===== src/rtl/ha_iter_pkg.sv =====
package ha_iter_pkg;
  typedef enum logic {
    ST_IDLE = 1'b0,
    ST_BUSY = 1'b1
  } ha_state_e;
endpackage


===== src/rtl/ha_row.sv =====
module ha_row #(
  parameter int WIDTH = 16
) (
  input  logic [WIDTH-1:0] x,
  input  logic [WIDTH-1:0] y,
  output logic [WIDTH-1:0] s,
  output logic [WIDTH:1]   c
);
  // one half adder per bit: sum stays in place, carry moves up one bit
  for (genvar i = 0; i < WIDTH; i++) begin : g_bit
    assign s[i]   = x[i] ^ y[i];
    assign c[i+1] = x[i] & y[i];
  end
endmodule


===== src/rtl/ha_zero.sv =====
module ha_zero #(
  parameter int WIDTH = 16,
  parameter int GROUP = 4
) (
  input  logic [WIDTH-1:0] v,
  output logic             zero
);
  localparam int NGRP = (WIDTH + GROUP - 1) / GROUP;
  localparam int PADW = NGRP * GROUP;

  logic [PADW-1:0] padded;
  logic [NGRP-1:0] grp_any;

  assign padded = {{(PADW-WIDTH){1'b0}}, v};

  // two-level NOR: OR inside each group, then NOR of the group flags
  for (genvar g = 0; g < NGRP; g++) begin : g_grp
    assign grp_any[g] = |padded[g*GROUP +: GROUP];
  end

  assign zero = ~|grp_any;
endmodule


===== src/rtl/ha_ctrl.sv =====
module ha_ctrl
  import ha_iter_pkg::*;
(
  input  logic clk,
  input  logic rst_n,
  input  logic in_valid,
  input  logic out_ready,
  input  logic settled,
  output logic in_ready,
  output logic out_valid,
  output logic busy,
  output logic load,
  output logic step
);
  ha_state_e state_q, state_d;

  assign busy      = (state_q == ST_BUSY);
  assign in_ready  = (state_q == ST_IDLE);
  assign out_valid = busy && settled;
  assign load      = in_valid && in_ready;
  assign step      = busy && !settled;

  always_comb begin
    state_d = state_q;
    unique case (state_q)
      ST_IDLE: if (load) state_d = ST_BUSY;
      ST_BUSY: if (out_valid && out_ready) state_d = ST_IDLE;
      default: state_d = ST_IDLE;
    endcase
  end

  always_ff @(posedge clk) begin
    if (!rst_n) state_q <= ST_IDLE;
    else        state_q <= state_d;
  end

  a_r7_valid_held: assert property (@(posedge clk) disable iff (!rst_n)
    out_valid && !out_ready |=> out_valid);

  a_r7_release: assert property (@(posedge clk) disable iff (!rst_n)
    out_valid && out_ready |=> in_ready && !out_valid);

  a_r2_locked_after_load: assert property (@(posedge clk) disable iff (!rst_n)
    load |=> !in_ready);
endmodule


===== src/rtl/ha_iter_adder.sv =====
module ha_iter_adder #(
  parameter int WIDTH = 16
) (
  input  logic             clk,
  input  logic             rst_n,
  input  logic             in_valid,
  output logic             in_ready,
  input  logic [WIDTH-1:0] in_a,
  input  logic [WIDTH-1:0] in_b,
  output logic             out_valid,
  input  logic             out_ready,
  output logic [WIDTH:0]   out_sum
);
  localparam int CNTW = $clog2(WIDTH + 2);

  logic [WIDTH-1:0] sum_q;
  logic [WIDTH:1]   cry_q;
  logic             cout_q;

  logic [WIDTH-1:0] row_x, row_y, row_s;
  logic [WIDTH:1]   row_c;
  logic             busy, load, step, settled;

  // carry into bit 0 is always zero
  assign row_x = busy ? sum_q : in_a;
  assign row_y = busy ? {cry_q[WIDTH-1:1], 1'b0} : in_b;

  ha_row #(.WIDTH(WIDTH)) u_row (
    .x(row_x), .y(row_y), .s(row_s), .c(row_c)
  );

  ha_zero #(.WIDTH(WIDTH)) u_zero (
    .v(cry_q), .zero(settled)
  );

  ha_ctrl u_ctrl (
    .clk      (clk),
    .rst_n    (rst_n),
    .in_valid (in_valid),
    .out_ready(out_ready),
    .settled  (settled),
    .in_ready (in_ready),
    .out_valid(out_valid),
    .busy     (busy),
    .load     (load),
    .step     (step)
  );

  always_ff @(posedge clk) begin
    if (!rst_n) begin
      sum_q  <= '0;
      cry_q  <= '0;
      cout_q <= 1'b0;
    end else if (load) begin
      sum_q  <= row_s;
      cry_q  <= row_c;
      cout_q <= 1'b0;
    end else if (step) begin
      sum_q  <= row_s;
      cry_q  <= row_c;
      cout_q <= cout_q | cry_q[WIDTH];
    end
  end

  assign out_sum = {cout_q, sum_q};

  // iteration counter, used only by the bound check below
  logic [CNTW-1:0] iter_q;
  always_ff @(posedge clk) begin
    if (!rst_n || load) iter_q <= '0;
    else if (step)      iter_q <= iter_q + 1'b1;
  end

  a_r6_iter_bound: assert property (@(posedge clk) disable iff (!rst_n)
    busy |-> iter_q <= CNTW'(WIDTH));

  a_r4_carries_shrink: assert property (@(posedge clk) disable iff (!rst_n)
    step |=> $countones(cry_q) <= $past($countones(cry_q)));

  a_r7_sum_stable: assert property (@(posedge clk) disable iff (!rst_n)
    out_valid && !out_ready |=> $stable(out_sum));

  a_r3_top_carry_once: assert property (@(posedge clk) disable iff (!rst_n)
    step && cout_q |-> !cry_q[WIDTH]);
endmodule


===== config.mk =====
export PLATFORM = sky130hd
export DESIGN_NAME = ha_iter_adder
export DESIGN_NICKNAME = d
export VERILOG_FILES = /design/src/rtl/ha_iter_pkg.sv /design/src/rtl/ha_row.sv /design/src/rtl/ha_zero.sv /design/src/rtl/ha_ctrl.sv /design/src/rtl/ha_iter_adder.sv
export SDC_FILE = /design/constraint.sdc
export NUM_CORES = 1
export LEC_CHECK = 0
export BUFFER_PORTS_ARGS = -buffer_cell sky130_fd_sc_hd__buf_2
export CAP_MARGIN = 0
export CORE_MARGIN = 8
export CORE_UTILIZATION = 25
export CTS_BUF_LIST = sky130_fd_sc_hd__clkbuf_8
export DETAILED_ROUTE_END_ITERATION = 7
export PLACE_DENSITY = 0.4
export SYNTH_ARGS = -nofsm -noshare
export SYNTH_HDL_FRONTEND = slang
export SYNTH_SLANG_ARGS = --single-unit

===== constraint.sdc =====
create_clock -name clk -period 2.05 [get_ports clk]
set_input_delay 0.5125 -clock clk [delete_from_list [all_inputs] [get_ports clk]]
set_output_delay 0.5125 -clock clk [all_outputs]
set_load 0.05 [all_outputs]

Word-level counts from Yosys, hierarchy flattened
Cells that the tools add are included.
- register bits after elaboration: 34
- input port bits: 36
- output and inout bits: 19
- mux-type cells: 9
- bitwise gates (word level): 35
- reductions and logical operators: 8
- operators with widths (cell ; number):
    16-bit 2-to-1 mux ; 6
    1-bit AND ; 16
    16-bit OR reduction ; 1
    1-bit bitwise XOR ; 16
    1-bit logical AND ; 4
    1-bit 2-to-1 mux ; 2
    1-bit NOT ; 2
    1-bit one-hot mux with 2 select lines ; 1
    2-bit nonzero test ; 1
    2-bit OR reduction ; 1
    1-bit logical NOT ; 1
    1-bit bitwise OR ; 1

Depth between registers and ports, before layout
Gate-level depths: netlist of run 1.
- depth in word-level cells: 6
- mapped depth: 7

Hierarchy
A second synthesis of run 1 with hierarchy kept.
- cells, all modules: 215
- area total of the unflattened synthesis: 1990.7 um^2
- modules (own cells, without submodules) (module ; instances ; cells each ; area an instance (um^2)):
    ha_iter_adder ; 1 ; 187 ; 1697.9
    ha_row ; 1 ; 16 ; 200.2
    ha_ctrl ; 1 ; 7 ; 58.8
    ha_zero ; 1 ; 5 ; 33.8

Worst setup path before layout of run 1
Ideal clock, no wire load.
- path kind: flip-flop to output port
- start point: register cry_q[2] in the netlist's numbering
- end point: output port out_valid
- arrival: 2.143 ns
- path slack: -0.605 ns
- stages on the path, launching flop included: 5
- path through: dfxtp_1 nor4_2 nand2_2 clkbuf_1 nor3b_1
- longest elaborated chain between the ends: 3
- ends and longest elaborated chain (item ; line ; source):
    start: declaration ; ha_iter_adder.sv:17 ; logic [WIDTH:1] cry_q;
    start signal: assignment ; ha_iter_adder.sv:56 ; cry_q <= row_c;
    start signal: assignment ; ha_iter_adder.sv:60 ; cry_q <= row_c;
    16-bit OR reduction ; ha_zero.sv:21 ; assign zero = ~|grp_any;
    1-bit logical NOT ; ha_zero.sv:21 ;
    1-bit logical AND ; ha_ctrl.sv:19 ; assign out_valid = busy && settled;
    end: declaration ; ha_iter_adder.sv:10 ; output logic out_valid,
No other way between the ends.

Worst setup path after layout of run 1
- start point: register cry_q[5] in the netlist's numbering
- end point: output port out_valid
The elaborated chain is that of the path after synthesis.

==> metrics.cfg, run 1 <==
[job]
drv_cap=0

[cells_and_area]
utilization_pct=30.8
fillCellCount=991
antenna_cells=0
register_area_sq_um=683
nNetsFinal=377
areaGrowthSynthToFinish_pct=21.2
drive_above_1_share_pct=34.5
fin_area_sq_um=2810
finalNonFillerCells=436
multi_input_area_sq_um=1510

[critical_path]
crit_fanout=3
worst_ep_required_time_ns=1.54
reg2reg_depth=6
cp_data_arrival_time_ns=1.49
critPathKind=reg2out
cp-start-kind=flip-flop
end_kind=output port

[logic_synthesis]
synth_edf_count=0
ys_types=28
synth_nets=331
synth_flop_cell=dfxtp_1
syn_avg_cell_area_sq_um=8.30
ys_warn_count=0
synth_seq_cells=34
ys_seq_area_share_pct=29.4
ys_async_sr_fraction_pct=0
syn_inst=279
netlist_area_sq_um=2310

[sta]
fmax_ghz=0.499
slew_viol_final=0
hold_viol=0
rsz0062_at_grt=true
skew_ns=0.00722
slew_headroom_pct=66.9
fin_crit_sh_pct=97.7
fin_crit_ns=2.00
worst_pin_slew_ns=0.495
setup_violations=0

[clock_network]
cts_hold_buffers=0
cts.sinks=34
clk_path_buf_depth=2
path_clk_slew_ns=0.07
tritoncts=yes
numCtsBuffers=5
root_buffer=clkbuf_8
cts.htree.levels=2
clock_latency_ns=0.29

[die]
row_count=35
initial_core_util_pct=25.4
die_h_um=112
die_x_um=112
io_pins=55
dieArea_sq_um=12600
core_region_area_sq_um=9110

[power]
netSwitchingFraction_pct=44.7
netSwitchingPower_mw=1.13
seqPwrFrac_pct=34.1
pwr-share-clk_pct=19.5
p_per_area_nw_per_um2=904
leakage_nw=1.27
peakVddDrop_v=0.000278
power_frac_comb_pct=46.5
p_int_mw=1.40

[placed_design]
placed_area_sq_um=2700
io_buffers=54
place.gp.congestion=0.683
place_inst=428
place_hpwl_um=4510

[run_status]
status=complete, no violations

[global_routing]
antenna_found_initial=0
track_usage_pct=10.7
grt_pass1_vias=2170
grt_pass1_wl_um=11000
overflow=0
grt_max_degree=67

[hold_path]
hp-class=in2reg
min_path_cells=2

[drt]
drt_iter0_markers=92
ant_nets=0
wl_um=6540
wl_per_cell_um=15.0
vias_per_cell=4.91
vias=2141
drc=0
dr.pass1.iters=4

==> power by group through the flow <==
stage	Clock, mW	Combinational (mW)	Sequential, mW
4_1_cts	0.519	1.19	0.865
6_report	0.494	1.18	0.865
3_5_place_dp	0	1.17	0.879
3_3_place_gp	0	1.17	0.877
2_1_floorplan	0	0.603	1.17
5_1_grt	0.561	1.29	0.886
==> layout make-up <==
type | instances | area share (%)
clock buffers | 5 | 2.45
multi-input cells | 217 | 53.9
repair buffers | 65 | 13.7
well taps | 111 | 4.95
inverters | 2 | 0.267
clock inverters | 2 | 0.357
flip-flops and latches | 34 | 24.3
==> per-layer routing <==
metal  global-route usage, %  wire length (um)  up-vias
li1                        -                 -     1107
met1                    13.3              3180      992
met2                    17.5              3030       36
met3                    2.74               231        6
met4                    3.78                94        0
met5                       0                 0        -
==> cell families after synthesis <==
group | synth area share (%)
AO/OA/AOI/OAI | 15.4
adder cells (fa/ha/maj) | 8.65
buffers and inverters | 6.27
flip-flops | 29.4
multiplexers | 15.1
AND/OR/NAND/NOR | 25.2
==> path summary, 6_finish.rpt <==
path,slack (ns),from,endpoint
worst max-delay path,0.05,cry_q[5],out_valid
worst min-delay path,0.40,out_ready,u_ctrl.busy
worst min register to register,0.48,cout_q,cout_q
worst max register to register,0.23,u_ctrl.busy,sum_q[0]
==> state kept, by name, indices dropped and copies added (netlist names) <==
name	cells
cout_q	1
cry_q	16
sum_q	16
u_ctrl.busy	1
==> cell usage in the layout (no fill, tap or decap), types with 2 or more instances in the layout <==
cell type / Yosys / layout
and3_1: 23 / 23
buf_2: 14 / 53
a21oi_1: 17 / 17
clkinv_2: 0 / 2
nor4_4: 1 / 2
buf_12: 0 / 2
dfxtp_1: 34 / 32
mux2_2: 31 / 31
buf_4: 2 / 9
nor2_1: 19 / 19
o311ai_1: 16 / 16
dfxtp_2: 0 / 2
nand3_1: 10 / 9
ha_1: 16 / 16
clkbuf_8: 0 / 5
nand2_1: 57 / 57
o22ai_1: 9 / 9
inv_1: 2 / 2
a32oi_1: 7 / 7
==> Yosys cell counts, types with 2 or more instances <==
master,n,share of area [%]
o22ai_1,9,2.4
and3_1,23,6.2
buf_6,2,0.97
o311ai_1,16,6.1
buf_4,2,0.65
buf_2,14,3.0
nand2_1,57,9.2
mux2_2,31,15
clkbuf_1,8,1.3
inv_1,2,0.32
nor2_1,19,3.1
a21oi_1,17,3.7
a32oi_1,7,2.6
ha_1,16,8.6
nand3_1,10,2.2
dfxtp_1,34,29
==> worst max-delay path, cell delays in order (launching register included) <==
cell	delay [ns]
dfxtp_2	0.34
nor4_4	0.31
nand3_2	0.13
nor3b_4	0.24
buf_6	0.19
==> per-stage QoR <==
step / setup TNS (ns) / setup slack, ns / total power [mW] / hold slack [ns]
finish: 0 / 0.0478 / 2.54 / 0.400
floorplan: 0 / 0.0427 / 1.77 / 0.455
detailed placement: 0 / 0.211 / 2.05 / 0.482
CTS: 0 / 0.00557 / 2.58 / 0.394
global placement: 0 / 0.215 / 2.05 / 0.469
global route: -0.0626 / -0.0626 / 2.74 / 0.386
==> repair_timing <==
item | 4_1_cts | 5_1_grt
pin swaps | 1 | 3
endpoints found under the setup margin | 1 | 1
resized for setup | 3 | 3
hold endpoints to repair | 0 | 0
buffers inserted | 1 | 0
Power figures use the tool's default switching activity.
==> inputs of run 2 (changes only) <==
--- a/config.mk
+++ b/config.mk
@@ -8,10 +8,10 @@
 export BUFFER_PORTS_ARGS = -buffer_cell sky130_fd_sc_hd__buf_2
 export CAP_MARGIN = 0
 export CORE_MARGIN = 8
-export CORE_UTILIZATION = 25
+export CORE_UTILIZATION = 45
 export CTS_BUF_LIST = sky130_fd_sc_hd__clkbuf_8
 export DETAILED_ROUTE_END_ITERATION = 7
-export PLACE_DENSITY = 0.4
+export PLACE_DENSITY = 0.66
 export SYNTH_ARGS = -nofsm -noshare
 export SYNTH_HDL_FRONTEND = slang
 export SYNTH_SLANG_ARGS = --single-unit
==> run 2 against run 1 <==
Net effect:
- sequential cell count unchanged
- die area decreased by 39%
- register-to-register slack about the same
- core utilization increased by 24 points
- routed wire length decreased by 15%
==> metrics.cfg, run 2 (synthesized netlist as in run 1, its figures left out) <==
[placed_design]
io_buffers=54
placed_area_sq_um=2660
dp_slack_ns=0.237
place_inst=386
place.gp.congestion=0.771
place_hpwl_um=3940

[clock_network]
clk_path_buf_depth=2
path_clk_slew_ns=0.07
clock_latency_ns=0.29
cts.sinks=34
cts.htree.levels=2
tritoncts=yes
root_buffer=clkbuf_8
numCtsBuffers=5

[sta]
slew_headroom_pct=65.9
hold_viol=0
rsz0062_at_grt=false
fin_crit_sh_pct=96.3
setup_violations=0
slew_viol_final=0
timing.final.ws_setup_ns=0.0752
fmax_ghz=0.506
finalSetupTns_ns=0
fin_crit_ns=1.97
skew_ns=0.00832
worst_pin_slew_ns=0.510
hold_ws_ns=0.417

[run_status]
status=complete, no violations

[die]
die_x_um=87.7
core_region_area_sq_um=5040
dieArea_sq_um=7690
initial_core_util_pct=45.9
io_pins=55
die_h_um=87.7
row_count=26

[global_routing]
grt_max_degree=67
antenna_found_initial=0
track_usage_pct=14.9
grt_pass1_vias=2089
overflow=0
grt_pass1_wl_um=9340

[critical_path]
cp-start-kind=flip-flop
cp_data_arrival_time_ns=1.46
critPathKind=reg2out
worst_ep_required_time_ns=1.54
crit_fanout=3
end_kind=output port

[hold_path]
hp-class=in2reg

[cells_and_area]
finalNonFillerCells=394
final_cell_mix=57 x nand2_1, 53 x buf_2, 34 x dfxtp_1
drive_above_1_share_pct=33.0
biggestRegsByFlops=cry_q x16, sum_q x16
utilization_pct=54.7
areaGrowthSynthToFinish_pct=19.2
nNetsFinal=376
antenna_cells=0
fin_area_sq_um=2760
mostFrequentLayoutCell=nand2_1

[drt]
vias=2178
vias_per_cell=5.53
wl_um=5580
wl_per_cell_um=14.2
ant_nets=0
dr.pass1.iters=4
drc=0
drt_iter0_markers=110

[power]
peakVddDrop_v=0.000562
p_per_area_nw_per_um2=905
p_total_mw=2.50
leakage_nw=1.28

[job]
drv_cap=0

-- run 2: per-layer routing --
metal  part of all wire (%)  GRT usage, %
met1                     47          17.8
met2                     47          25.0
met3                    5.4          4.32
met4                   0.95          4.06
met5                      0             0
-- run 2: worst paths after layout --
| kind | startpoint | slack (ns) | end | cells past startpoint |
|---|---|---|---|---|
| worst max-delay path | cry_q[10] | 0.08 | out_valid | 4 |
| worst min-delay path | out_ready | 0.42 | u_ctrl.busy | 2 |
| worst max register to register | u_ctrl.busy | 0.24 | sum_q[2] | 6 |
| worst min register to register | cout_q | 0.48 | cout_q | 2 |
-- run 2: power breakdown --
group	switching (mW)	internal, mW	total [mW]
Clock	0.238	0.224	0.462
Sequential	0.0850	0.778	0.863
Combinational	0.770	0.401	1.17
Total	1.09	1.40	2.50
-- run 2: final cells by class --
type	instances	area, sq um
fillers	488	2280
multi-input cells	217	1510
flip-flops and latches	34	681
repair buffers	64	402
well taps	70	87.6
clock buffers	5	68.8
clock inverters	2	7.51
inverters	2	7.51
-- run 2: critical path, stage by stage, from the launching register on --
cell and delay (ns):
dfxtp_1 0.35, nor4_4 0.31, nand3_2 0.12, nor3b_4 0.21
buf_6 0.19
-- run 2: timing repair --
item / 4_1_cts / 5_1_grt
gates cloned: 0 / 0
setup endpoints to repair: 1 / 1
pin swaps: 0 / 1
hold buffers: 0 / 0
gates resized for setup: 2 / 1
setup buffers: 0 / 1
==> inputs of run 3 (changes only) <==
--- a/config.mk
+++ b/config.mk
@@ -8,10 +8,12 @@
 export BUFFER_PORTS_ARGS = -buffer_cell sky130_fd_sc_hd__buf_2
 export CAP_MARGIN = 0
 export CORE_MARGIN = 8
-export CORE_UTILIZATION = 45
+export CORE_UTILIZATION = 42
 export CTS_BUF_LIST = sky130_fd_sc_hd__clkbuf_8
 export DETAILED_ROUTE_END_ITERATION = 7
-export PLACE_DENSITY = 0.66
+export MAX_ROUTING_LAYER = met4
+export PLACE_DENSITY = 0.62
+export RECOVER_POWER = 100
 export SYNTH_ARGS = -nofsm -noshare
 export SYNTH_HDL_FRONTEND = slang
 export SYNTH_SLANG_ARGS = --single-unit
==> run 3 against run 2 <==
Net effect:
- routed wire length grew 1.5%
- first-iteration DRC count is 2.7% lower
- combinational power is 5% lower
- critical path depth stayed put
- hold slack worse by 0.021 ns
- sequential cell count did not move
- global-route usage down 0.11 points
- sequential share of layout area grew 0.32 points
- sequential power hardly changed
- final cell count is 0.51% higher
- highest routed layer unchanged
==> metrics.cfg, run 3 (synthesized netlist as in run 1, its figures left out) <==
[die]
die_h_um=90.2
core_region_area_sq_um=5410
initial_core_util_pct=42.8
row_count=27
dieArea_sq_um=8140
io_pins=55
die_x_um=90.2

[drt]
ant_nets=0
wl_um=5660
wl_per_cell_um=14.3
drc=0
vias=2114
drt_iter0_markers=107
dr.pass1.iters=4
vias_per_cell=5.34

[cells_and_area]
fin_area_sq_um=2730
fillCellCount=547
biggestRegsByFlops=cry_q x16, sum_q x16
nNetsFinal=375
mostFrequentLayoutCell=nand2_1
register_area_sq_um=682
drive_above_1_share_pct=28.4
multi_input_area_sq_um=1510
final_cell_mix=57 x nand2_1, 36 x buf_2, 33 x dfxtp_1
areaGrowthSynthToFinish_pct=17.9
antenna_cells=0

[power]
p_per_area_nw_per_um2=913
leakage_nw=1.20
p_total_mw=2.49
peakVddDrop_v=0.000396

[critical_path]
path_delay_family=simple AND/OR/NAND/NOR gates
max_stage_delay_ns=0.34
cp_data_arrival_time_ns=1.46
cp-start-kind=flip-flop
worstReg2RegStart=u_ctrl.busy
end_kind=output port
worst_ep_required_time_ns=1.54
crit_fanout=3
critPathKind=reg2out
critPathBufInv=1
path_cells=nor4_4 -> nand3_2 -> nor3b_4 -> buf_6
critPathLaunch=cry_q[5]
cp_slowest_cell=dfxtp_1

[clock_network]
cts.sinks=34
root_buffer=clkbuf_8
path_clk_slew_ns=0.07
cts.htree.levels=2
clk_path_buf_depth=2
tritoncts=yes
cts_hold_buffers=0
clock_latency_ns=0.29
numCtsBuffers=5
post_cts_buffers=0

[sta]
skew_ns=0.00791
setup_violations=0
fin_crit_sh_pct=96.3
worst_pin_slew_ns=0.606
finalSetupTns_ns=0
slew_headroom_pct=59.7
fmax_ghz=0.506
hold_viol=0
slew_viol_final=0
fin_crit_ns=1.97
rsz0062_at_grt=false

[run_status]
status=complete, no violations

[global_routing]
grt_pass1_wl_um=9740
overflow=0
track_usage_pct=14.7
antenna_found_initial=0
grt_pass1_vias=2101
grt_max_degree=67

[placed_design]
place.gp.congestion=0.755
placed_area_sq_um=2650
io_buffers=54
place_hpwl_um=3900

[hold_path]
hp-class=in2reg
worstHoldStart=out_ready

[job]
drv_cap=0

run 3: report_power, final:
part | switching [mW] | leakage [nW] | internal (mW)
Combinational | 0.756 | 0.868 | 0.353
Sequential | 0.0880 | 0.280 | 0.778
Clock | 0.249 | 0.0524 | 0.266
Total | 1.09 | 1.20 | 1.40
run 3: final timing paths:
path         depth (start not counted)  slack [ns]          end
max                                  4        0.08    out_valid
min                                  2        0.40  u_ctrl.busy
max reg2reg                          6        0.18     sum_q[2]
min reg2reg                          2        0.48       cout_q
run 3: layout make-up:
| class | count | area share, % |
|---|---|---|
| Clock inverter | 2 | 0.321 |
| Multi-Input combinational cell | 217 | 55.4 |
| Timing Repair Buffer | 63 | 12.7 |
| Tap cell | 72 | 3.30 |
| Clock buffer | 6 | 3.03 |
| Sequential cell | 34 | 25.0 |
| Inverter | 2 | 0.275 |
run 3: repair_timing:
| action | CTS | global route |
|---|---|---|
| hold endpoints to repair | 0 | 0 |
| gates resized for setup | 3 | 4 |
| setup endpoints to repair | 1 | 1 |
run 3: routing by layer:
metal	global-route usage, %	wire length, um	up-vias
li1	-	-	1100
met1	17.8	2730	968
met2	22.6	2570	42
met3	4.16	284	4
met4	5.96	73	0
met5	-	0	-
run 3: worst reg2reg max path, delay by kind of cell, from the launching register on:
family / cells / cell delay, ns
compound gates: 2 / 0.28
flops: 1 / 0.40
simple gates: 1 / 0.15
mux: 1 / 0.37
buf+inv: 1 / 0.23
fa+ha+maj: 1 / 0.28
run 3: through the flow:
stage | hold slack [ns] | std cells | worst slack [ns] | util [%]
4_1_cts | 0.389 | 396 | 0.0135 | 51.0
3_5_place_dp | 0.474 | 388 | 0.227 | 49.1
2_1_floorplan | 0.455 | 279 | 0.0427 | -
3_3_place_gp | 0.471 | 388 | 0.266 | 49.1
5_1_grt | 0.386 | 396 | 0.00538 | 50.5
6_report | 0.396 | 396 | 0.0753 | 50.5
